[src/rtl/pfetch_pkg.sv]
package pfetch_pkg;
  localparam int ADDR_W = 16;
  localparam int BYTE_W = 8;

  typedef logic [ADDR_W-1:0] addr_t;
  typedef logic [BYTE_W-1:0] byte_t;

  typedef enum logic [2:0] {
    XS_IDLE,
    XS_ADDR,
    XS_HOLD,
    XS_READ,
    XS_DONE
  } xstate_e;

  function automatic int rom_aw(input int kb);
    if (kb >= 16) return 14;
    else if (kb >= 8) return 13;
    else return 12;
  endfunction
endpackage

[src/rtl/pfetch_strap.sv]
module pfetch_strap (
  input  logic clk_i,
  input  logic rst_ni,
  input  logic strap_i,
  output logic strap_o
);
  logic lock_q;
  logic strap_q;

  always_ff @(posedge clk_i or negedge rst_ni) begin
    if (!rst_ni) lock_q <= 1'b0;
    else         lock_q <= 1'b1;
  end

  // follows the pin until the first edge after reset release, then frozen
  always_ff @(posedge clk_i) begin
    if (!lock_q) strap_q <= strap_i;
  end

  assign strap_o = strap_q;
endmodule

[src/rtl/pfetch_decode.sv]
module pfetch_decode
  import pfetch_pkg::*;
#(
  parameter int ROM_KB = 4
) (
  input  addr_t addr_i,
  input  logic  strap_i,
  output logic  int_o
);
  localparam int AW = rom_aw(ROM_KB);

  logic above;

  generate
    if (AW < ADDR_W) begin : g_split
      assign above = |addr_i[ADDR_W-1:AW];
    end else begin : g_full
      assign above = 1'b0;
    end
  endgenerate

  assign int_o = strap_i & ~above;
endmodule

[src/rtl/pfetch_extbus.sv]
module pfetch_extbus
  import pfetch_pkg::*;
(
  input  logic  clk_i,
  input  logic  rst_ni,
  input  logic  start_i,
  input  addr_t addr_i,
  input  byte_t port_i,
  output byte_t lo_o,
  output logic  lo_oe_o,
  output byte_t hi_o,
  output logic  ale_o,
  output logic  psen_o,
  output logic  busy_o,
  output logic  done_o,
  output byte_t data_o
);
  xstate_e state_q;
  byte_t   lo_q, hi_q, data_q;
  logic    oe_q, ale_q, psen_q, done_q;

  always_ff @(posedge clk_i or negedge rst_ni) begin
    if (!rst_ni) begin
      state_q <= XS_IDLE;
      lo_q    <= '0;
      hi_q    <= '0;
      data_q  <= '0;
      oe_q    <= 1'b0;
      ale_q   <= 1'b0;
      psen_q  <= 1'b0;
      done_q  <= 1'b0;
    end else begin
      unique case (state_q)
        XS_IDLE: begin
          if (start_i) begin
            state_q <= XS_ADDR;
            lo_q    <= addr_i[BYTE_W-1:0];
            hi_q    <= addr_i[ADDR_W-1:BYTE_W];
            oe_q    <= 1'b1;
            ale_q   <= 1'b1;
          end
        end
        XS_ADDR: begin
          state_q <= XS_HOLD;
          ale_q   <= 1'b0;
        end
        XS_HOLD: begin
          state_q <= XS_READ;
          oe_q    <= 1'b0;
          psen_q  <= 1'b1;
        end
        XS_READ: begin
          state_q <= XS_DONE;
          psen_q  <= 1'b0;
          data_q  <= port_i;
          done_q  <= 1'b1;
        end
        XS_DONE: begin
          state_q <= XS_IDLE;
          done_q  <= 1'b0;
          hi_q    <= '0;
        end
        default: state_q <= XS_IDLE;
      endcase
    end
  end

  assign lo_o    = lo_q;
  assign lo_oe_o = oe_q;
  assign hi_o    = hi_q;
  assign ale_o   = ale_q;
  assign psen_o  = psen_q;
  assign busy_o  = (state_q != XS_IDLE);
  assign done_o  = done_q;
  assign data_o  = data_q;
endmodule

[src/rtl/pfetch_ctrl.sv]
module pfetch_ctrl
  import pfetch_pkg::*;
#(
  parameter  int ROM_KB = 4,
  localparam int ROM_AW = rom_aw(ROM_KB)
) (
  input  logic              clk_i,
  input  logic              rst_ni,
  input  logic              strap_i,
  input  logic              req_i,
  input  logic              jump_i,
  input  logic [15:0]       jump_addr_i,
  output logic [ROM_AW-1:0] rom_addr_o,
  input  logic [7:0]        rom_data_i,
  output logic [7:0]        lo_port_o,
  output logic              lo_oe_o,
  input  logic [7:0]        lo_port_i,
  output logic [7:0]        hi_port_o,
  output logic              ale_o,
  output logic              psen_o,
  output logic              busy_o,
  output logic              ready_o,
  output logic [7:0]        data_o,
  output logic [15:0]       fetch_addr_o
);
  logic  strap_q;
  logic  use_int, accept, ext_busy, ext_done;
  addr_t pc_q, fa, fetch_addr_q;
  byte_t int_data_q, ext_data;
  logic  int_rdy_q, src_ext_q;

  pfetch_strap u_strap (
    .clk_i   (clk_i),
    .rst_ni  (rst_ni),
    .strap_i (strap_i),
    .strap_o (strap_q)
  );

  assign fa     = jump_i ? jump_addr_i : pc_q;
  assign accept = req_i & ~ext_busy;

  pfetch_decode #(.ROM_KB(ROM_KB)) u_decode (
    .addr_i  (fa),
    .strap_i (strap_q),
    .int_o   (use_int)
  );

  assign rom_addr_o = fa[ROM_AW-1:0];

  always_ff @(posedge clk_i or negedge rst_ni) begin
    if (!rst_ni) begin
      pc_q         <= '0;
      fetch_addr_q <= '0;
      int_data_q   <= '0;
      int_rdy_q    <= 1'b0;
      src_ext_q    <= 1'b0;
    end else begin
      int_rdy_q <= accept & use_int;
      if (accept) begin
        pc_q         <= fa + 1'b1;
        fetch_addr_q <= fa;
        src_ext_q    <= ~use_int;
        if (use_int) int_data_q <= rom_data_i;
      end
    end
  end

  pfetch_extbus u_bus (
    .clk_i   (clk_i),
    .rst_ni  (rst_ni),
    .start_i (accept & ~use_int),
    .addr_i  (fa),
    .port_i  (lo_port_i),
    .lo_o    (lo_port_o),
    .lo_oe_o (lo_oe_o),
    .hi_o    (hi_port_o),
    .ale_o   (ale_o),
    .psen_o  (psen_o),
    .busy_o  (ext_busy),
    .done_o  (ext_done),
    .data_o  (ext_data)
  );

  assign busy_o       = ext_busy;
  assign ready_o      = int_rdy_q | ext_done;
  assign data_o       = src_ext_q ? ext_data : int_data_q;
  assign fetch_addr_o = fetch_addr_q;
endmodule

[config.mk]
export PLATFORM = sky130hd
export DESIGN_NAME = pfetch_ctrl
export DESIGN_NICKNAME = d
export VERILOG_FILES = /design/src/rtl/pfetch_pkg.sv /design/src/rtl/pfetch_strap.sv /design/src/rtl/pfetch_decode.sv /design/src/rtl/pfetch_extbus.sv /design/src/rtl/pfetch_ctrl.sv
export SDC_FILE = /design/constraint.sdc
export NUM_CORES = 1
export LEC_CHECK = 0
export BUFFER_PORTS_ARGS = -buffer_cell sky130_fd_sc_hd__buf_2
export CORE_MARGIN = 2
export CORE_UTILIZATION = 30
export CTS_CLUSTER_DIAMETER = 150
export CTS_CLUSTER_SIZE = 25
export DETAILED_ROUTE_END_ITERATION = 8
export PLACE_DENSITY = 0.63
export SETUP_SLACK_MARGIN = 0.5
export SLEW_MARGIN = 10
export SYNTH_ARGS = -nofsm -noshare
export SYNTH_HDL_FRONTEND = slang
export SYNTH_SLANG_ARGS = --single-unit
[constraint.sdc]
create_clock -name clk_i -period 1.9 [get_ports clk_i]
set_input_delay 0.19 -clock clk_i [delete_from_list [all_inputs] [get_ports clk_i]]
set_output_delay 0.19 -clock clk_i [all_outputs]
set_load 0.01 [all_outputs]
* Yosys cells after proc, flatten, opt, wreduce, memory -nomap -nowiden
Index checks and enable logic that the tools add are counted.
** Storage, ports and cells
- Logic and storage cells :: 53
- Bits of input ports :: 37
- Flip-flop bits (word level) :: 75
** Cells by class
- Muxes and demuxes :: 11
- Add/subtract/negate cells :: 1
- Equal/unequal tests :: 5
- Bitwise logic cells :: 8
- Reductions and logical operators :: 13
** Operators with widths (count)
- 16-bit by 1-bit adder with 16-bit output, second input constant :: 1
- 16-bit two-way mux :: 1
- 8-bit two-way mux :: 2
- 8-bit one-hot mux with 2 select lines :: 1
- 3-bit one-hot mux with 4 select lines :: 1
- 2-bit AND reduction :: 5
- 2-bit nonzero test :: 5
- 1-bit one-hot mux with 2 select lines :: 4
- 3-bit by 2-bit == test with 1-bit output, second input constant :: 2
- 1-bit AND :: 4
- 4-bit OR reduction :: 1
- 3-bit by 1-bit == test with 1-bit output, second input constant :: 1
- 3-bit == test, second input constant :: 1
- 3-bit logical NOT :: 1
- 3-bit two-way mux :: 1
- 1-bit NOT :: 3
- 3-bit nonzero test :: 1
- 2-bit by 1-bit inequality test with 1-bit output, second input constant :: 1
- 1-bit two-way mux :: 1
- 1-bit OR :: 1

* Longest topological paths before layout
- Depth after elaboration :: 8
- Mapped depth :: 11
- Depth with buffers taken out :: 8

* By module
From an unflattened synthesis, not the netlist that was laid out.
** Unflattened totals
- Cells, all modules :: 354
- Area, all modules :: 3848.7 um2
** Modules (own cells, without submodules)
- pfetch_ctrl :: area an instance 2392.3 um2, seq. area each 1051.0 um2, cells each 241, instances 1
- pfetch_extbus :: area an instance 1375.1 um2, seq. area each 775.7 um2, cells each 107, instances 1
- pfetch_strap :: area an instance 62.6 um2, seq. area each 55.1 um2, cells each 4, instances 1
- pfetch_decode :: area an instance 18.8 um2, seq. area each 0.0 um2, cells each 2, instances 1

* Worst setup path before layout
OpenSTA, ideal clock, no wires.
- Path kind :: input-to-reg
- Start point :: in jump_i
- End point :: reg pc_q[12]
- Stages on the path :: 11
- Data arrival time :: 2030 ps
- Library setup time :: 87 ps
- Path slack :: -216 ps
- Cells stage by stage :: buf_2 -> buf_2 -> buf_2 -> mux2i_1 -> inv_1 -> ha_1 -> nand2_1 -> o22ai_1 -> nand3_1 -> xor2_1 -> o211ai_1
** On the way
- Word-level cells in the longest chain between the ends :: 2
** Ends and longest elaborated chain
- from (decl) :: line pfetch_ctrl.sv:11 : input logic jump_i,
- 16-bit two-way mux :: line pfetch_ctrl.sv:39 : assign fa = jump_i ? jump_addr_i : pc_q;
- net fa[0] :: line pfetch_ctrl.sv:28 : addr_t pc_q, fa, fetch_addr_q;
- 16-bit by 1-bit adder with 16-bit output :: line pfetch_ctrl.sv:60 : pc_q <= fa + 1'b1;
- to (signal assigned) :: line pfetch_ctrl.sv:60
- to (decl) :: line pfetch_ctrl.sv:28
The timed path passes the listed nets, and every way through them passes these cells.
A chain may end at the register's enable or synchronous reset.

* Worst setup path in the final report
- Start point :: reg u_bus.state_q[1]
- End point :: reg pc_q[12]
** On the way
- Word-level cells in the longest chain between the ends :: 3
** Ends and longest elaborated chain
- from (decl) :: line pfetch_extbus.sv:18 : xstate_e state_q;
- from (signal assigned) :: line pfetch_extbus.sv:24 : state_q <= XS_IDLE;
- from (signal assigned) :: line pfetch_extbus.sv:36 : state_q <= XS_ADDR;
- from (signal assigned) :: line pfetch_extbus.sv:44 : state_q <= XS_HOLD;
- 3-bit nonzero test :: line pfetch_extbus.sv:73 : assign busy_o = (state_q != XS_IDLE);
- 1-bit NOT :: line pfetch_ctrl.sv:40 : assign accept = req_i & ~ext_busy;
- 1-bit AND :: line pfetch_ctrl.sv:40
No other way between the ends.

==> impl_results.md <==
* Syn_area_per_cell at 9.79 sq um
* HPWL after DPL at 6670 microns
* Htree depth at 3
* Yosys cell types at 43
* Outcome: complete, but fails checks
* Commonest non-fill, non-tap cell in the layout: buf_2
* Max_cap viols at 0
* Antenna viol nets, final at 0
* Cells after DPL at 595
* CP Data Required Time at 2.16 ns
* Antenna violations before repair at 0
* Power per cell area at 1600 nW/um^2
* Detail-routed via count per cell at 4.79
* Area grow syn2layout at 62.5%
* Synth area leader: dfrtp_1
* PnR worst setup slack at 0.0804 ns
* Startpoint types: flip-flop
* Hold Slack at 0.0304 ns
* Commonest non-fill, non-tap cells in the layout: buf_2 (87), dfrtp_1 (71), buf_4 (55)
* Worst Hold Class: in -> reg
* Largest net degree at the start of global routing at 39
* Global placer's final weighted congestion at 0.835
* I/O pin cnt at 94
* Critical Path AT at 2.08 ns
* Syn Nets at 402
* DRC viols at 7
* Rel. slew slack at 60.7%
* Initial Utilization at 30.9%
* Global-route wire length before repair at 16,100 microns
* Detailed Route Iter0 Violations at 182
* Final hold viol count at 0
* Max FO, Critical Path at 6
* # rows at 39
* Failing checks: DRC
* Via count at 3,217
* Top post-synthesis cells by area: dfrtp_1 (52%), nand2_1 (6.8%), mux2_2 (5.4%), o21ai_0 (4.1%), mux2i_1 (3.9%)
* Filler Cells Inserted at 1,015
* Grt ovf at 0
* CTS Buf Count at 9
* Clk pin slew, worst setup/hold paths at 0.07 ns
* Fmax at 550 MHz
* RSZ-0062 raised after global routing: yes
* Sequential-to-total area share from yosys stat at 52.8%
* Post-Place Worst Slack at -0.0572 ns
* DIE HEIGHT at 113 microns
* Core area at 11,500 sq um
* Drt total wl at 11,100 microns
* Share of cells above drive strength 1 at 58.0%
* Total power at 0.00928 W
* Max Slew Vio Count at 0
* Port bufs at 93
* Die W at 113 microns
* Die Area at 12,800 sq um
* Synth Register Bits at 75
* Clock latency on the worst-skew pair at 0.34 ns
* Final setup viols at 0
* Peak supply drop at 0.000741 V
* Critical Path Sink Type: flip-flop
* Clock Tree Buf Depth at 2
* YS warnings at 0
* First-pass iteration count of the detailed router at 6
* Vias in the first global route at 3,118
* Worst-Margin Slew at 0.574 ns
* Worst Clk Skew at 0.00820 ns
* Synth Instances at 364
* Diode count at 0
* Post-DR wirelength/cell at 16.6 microns
* Final non-filler cell total at 671
* TritonCTS clock tree: yes
* CP Class: reg -> reg
* Final worst path period share at 95.8%
* Nets at 561
* Netlist Area Pre-Place at 3560 sq um
* Leakage dissipation at 2.77 nW
* Yosys top cell area share at 52.0%
* GRT Total Usage at 16.2%
* Post-layout min period at 1.82 ns
* Clock Root Buffer: clkbuf_16
* Clock net sink count at 75
==> routing by layer <==
layer / wire length [microns] / vias up / GRT usage [%]
met3: 598 / 7 / 4.66
met5: 0 / - / 0
li1: - / 1540 / -
met4: 98 / 0 / 4.31
met2: 5570 / 88 / 27.2
met1: 4850 / 1582 / 20.7
==> area by class of cell <==
| class | count | area [sq um] | share of cell area, % |
|---|---|---|---|
| Clock inverter | 7 | 83.8 | 1.45 |
| Inverter | 18 | 71.3 | 1.23 |
| Multi-Input combinational cell | 242 | 1890 | 32.6 |
| Tap cell | 143 | 179 | 3.09 |
| Clock buffer | 9 | 225 | 3.89 |
| Sequential cell | 75 | 1890 | 32.6 |
| Timing Repair Buffer | 177 | 1460 | 25.2 |
==> cell usage after synthesis <==
library cell / instances
a211o_1: 1
a211oi_1: 1
a21o_1: 3
a21oi_1: 20
a222oi_1: 1
a22o_1: 1
a22oi_1: 4
a32o_1: 1
and2_1: 2
and3_1: 2
buf_2: 5
buf_4: 13
buf_6: 2
clkbuf_1: 9
clkinv_1: 1
conb_1: 1
dfrtp_1: 74
edfxtp_1: 1
ha_1: 1
inv_1: 17
mux2_2: 17
mux2i_1: 14
nand2_1: 65
nand2b_1: 1
nand3_1: 13
nand3b_1: 6
nand4_1: 2
nand4b_1: 1
nor2_1: 26
nor2b_1: 3
nor3_1: 2
nor3_4: 1
nor3b_1: 1
nor4_1: 1
o211ai_1: 2
o21a_1: 3
o21ai_0: 29
o22ai_1: 1
or2_0: 1
or2_2: 1
or3_4: 1
xnor2_1: 12
xor2_1: 1
==> path summary, 6_finish.rpt <==
| kind | start | end | slack, ns | cells past startpoint |
|---|---|---|---|---|
| max | u_bus.state_q[1] | pc_q[12] | 0.08 | 8 |
| min | lo_port_i[2] | u_bus.data_o[2] | 0.03 | 3 |
| max reg2reg | u_bus.state_q[1] | pc_q[12] | 0.08 | 8 |
| min reg2reg | u_bus.data_o[2] | u_bus.data_o[2] | 0.47 | 2 |
| max in group asynchronous | rst_ni | fetch_addr_o[12] | 0.95 | 3 |
| min in group asynchronous | rst_ni | pc_q[11] | 0.37 | 2 |
==> metrics by stage <==
step / util (%) / area [sq um] / setup TNS (ns)
floorplan: - / 3640 / -1.03
global placement: 37.3 / 4300 / 0
detailed placement: 37.3 / 4300 / -0.0572
CTS: 45.0 / 5180 / 0
global route: 50.3 / 5790 / 0
finish: 50.3 / 5790 / 0
==> kinds of logic after synthesis <==
logic type               synth area share [%]
AO/OA/AOI/OAI                            10.8
buffers and inverters                    6.92
AND/OR/NAND/NOR                          16.5
flip-flops                               52.8
adder cells (fa/ha/maj)                 0.351
multiplexers                             9.30
XOR/XNOR                                 3.20
other                                   0.105
==> sequential cells by signal, indices dropped and copies added (netlist names) <==
signal           flops
fetch_addr_o        16
int_data_q           8
int_rdy_q            1
pc_q                16
src_ext_q            1
u_bus.ale_o          1
u_bus.data_o         8
u_bus.done_o         1
u_bus.hi_o           8
u_bus.lo_o           8
u_bus.lo_oe_o        1
u_bus.psen_o         1
u_bus.state_q        3
u_strap.lock_q       1
u_strap.strap_o      1
==> power breakdown <==
part           internal, W  switching [W]
logic              0.00246        0.00225
registers          0.00232       0.000496
clock network      0.00104       0.000726
total              0.00581        0.00347
==> critical path: stages (launching register included) <==
cell and delay [ns]:
dfrtp_1 0.37, or3_4 0.40, or2_4 0.28, buf_6 0.13
buf_12 0.12, buf_12 0.12, nor3_4 0.11, mux2i_1 0.10
o211ai_1 0.10
==> what timing repair did <==
item / 4_1_cts / 5_1_grt
hold endpoints to repair: 36 / 0
hold buffers: 1 / 0
pin swaps: 5 / 33
buffers inserted: 26 / 24
gates resized for setup: 70 / 102
setup endpoints to repair: 79 / 85
cloned: 4 / 5
Note: power is estimated with default switching activity, not from simulation.
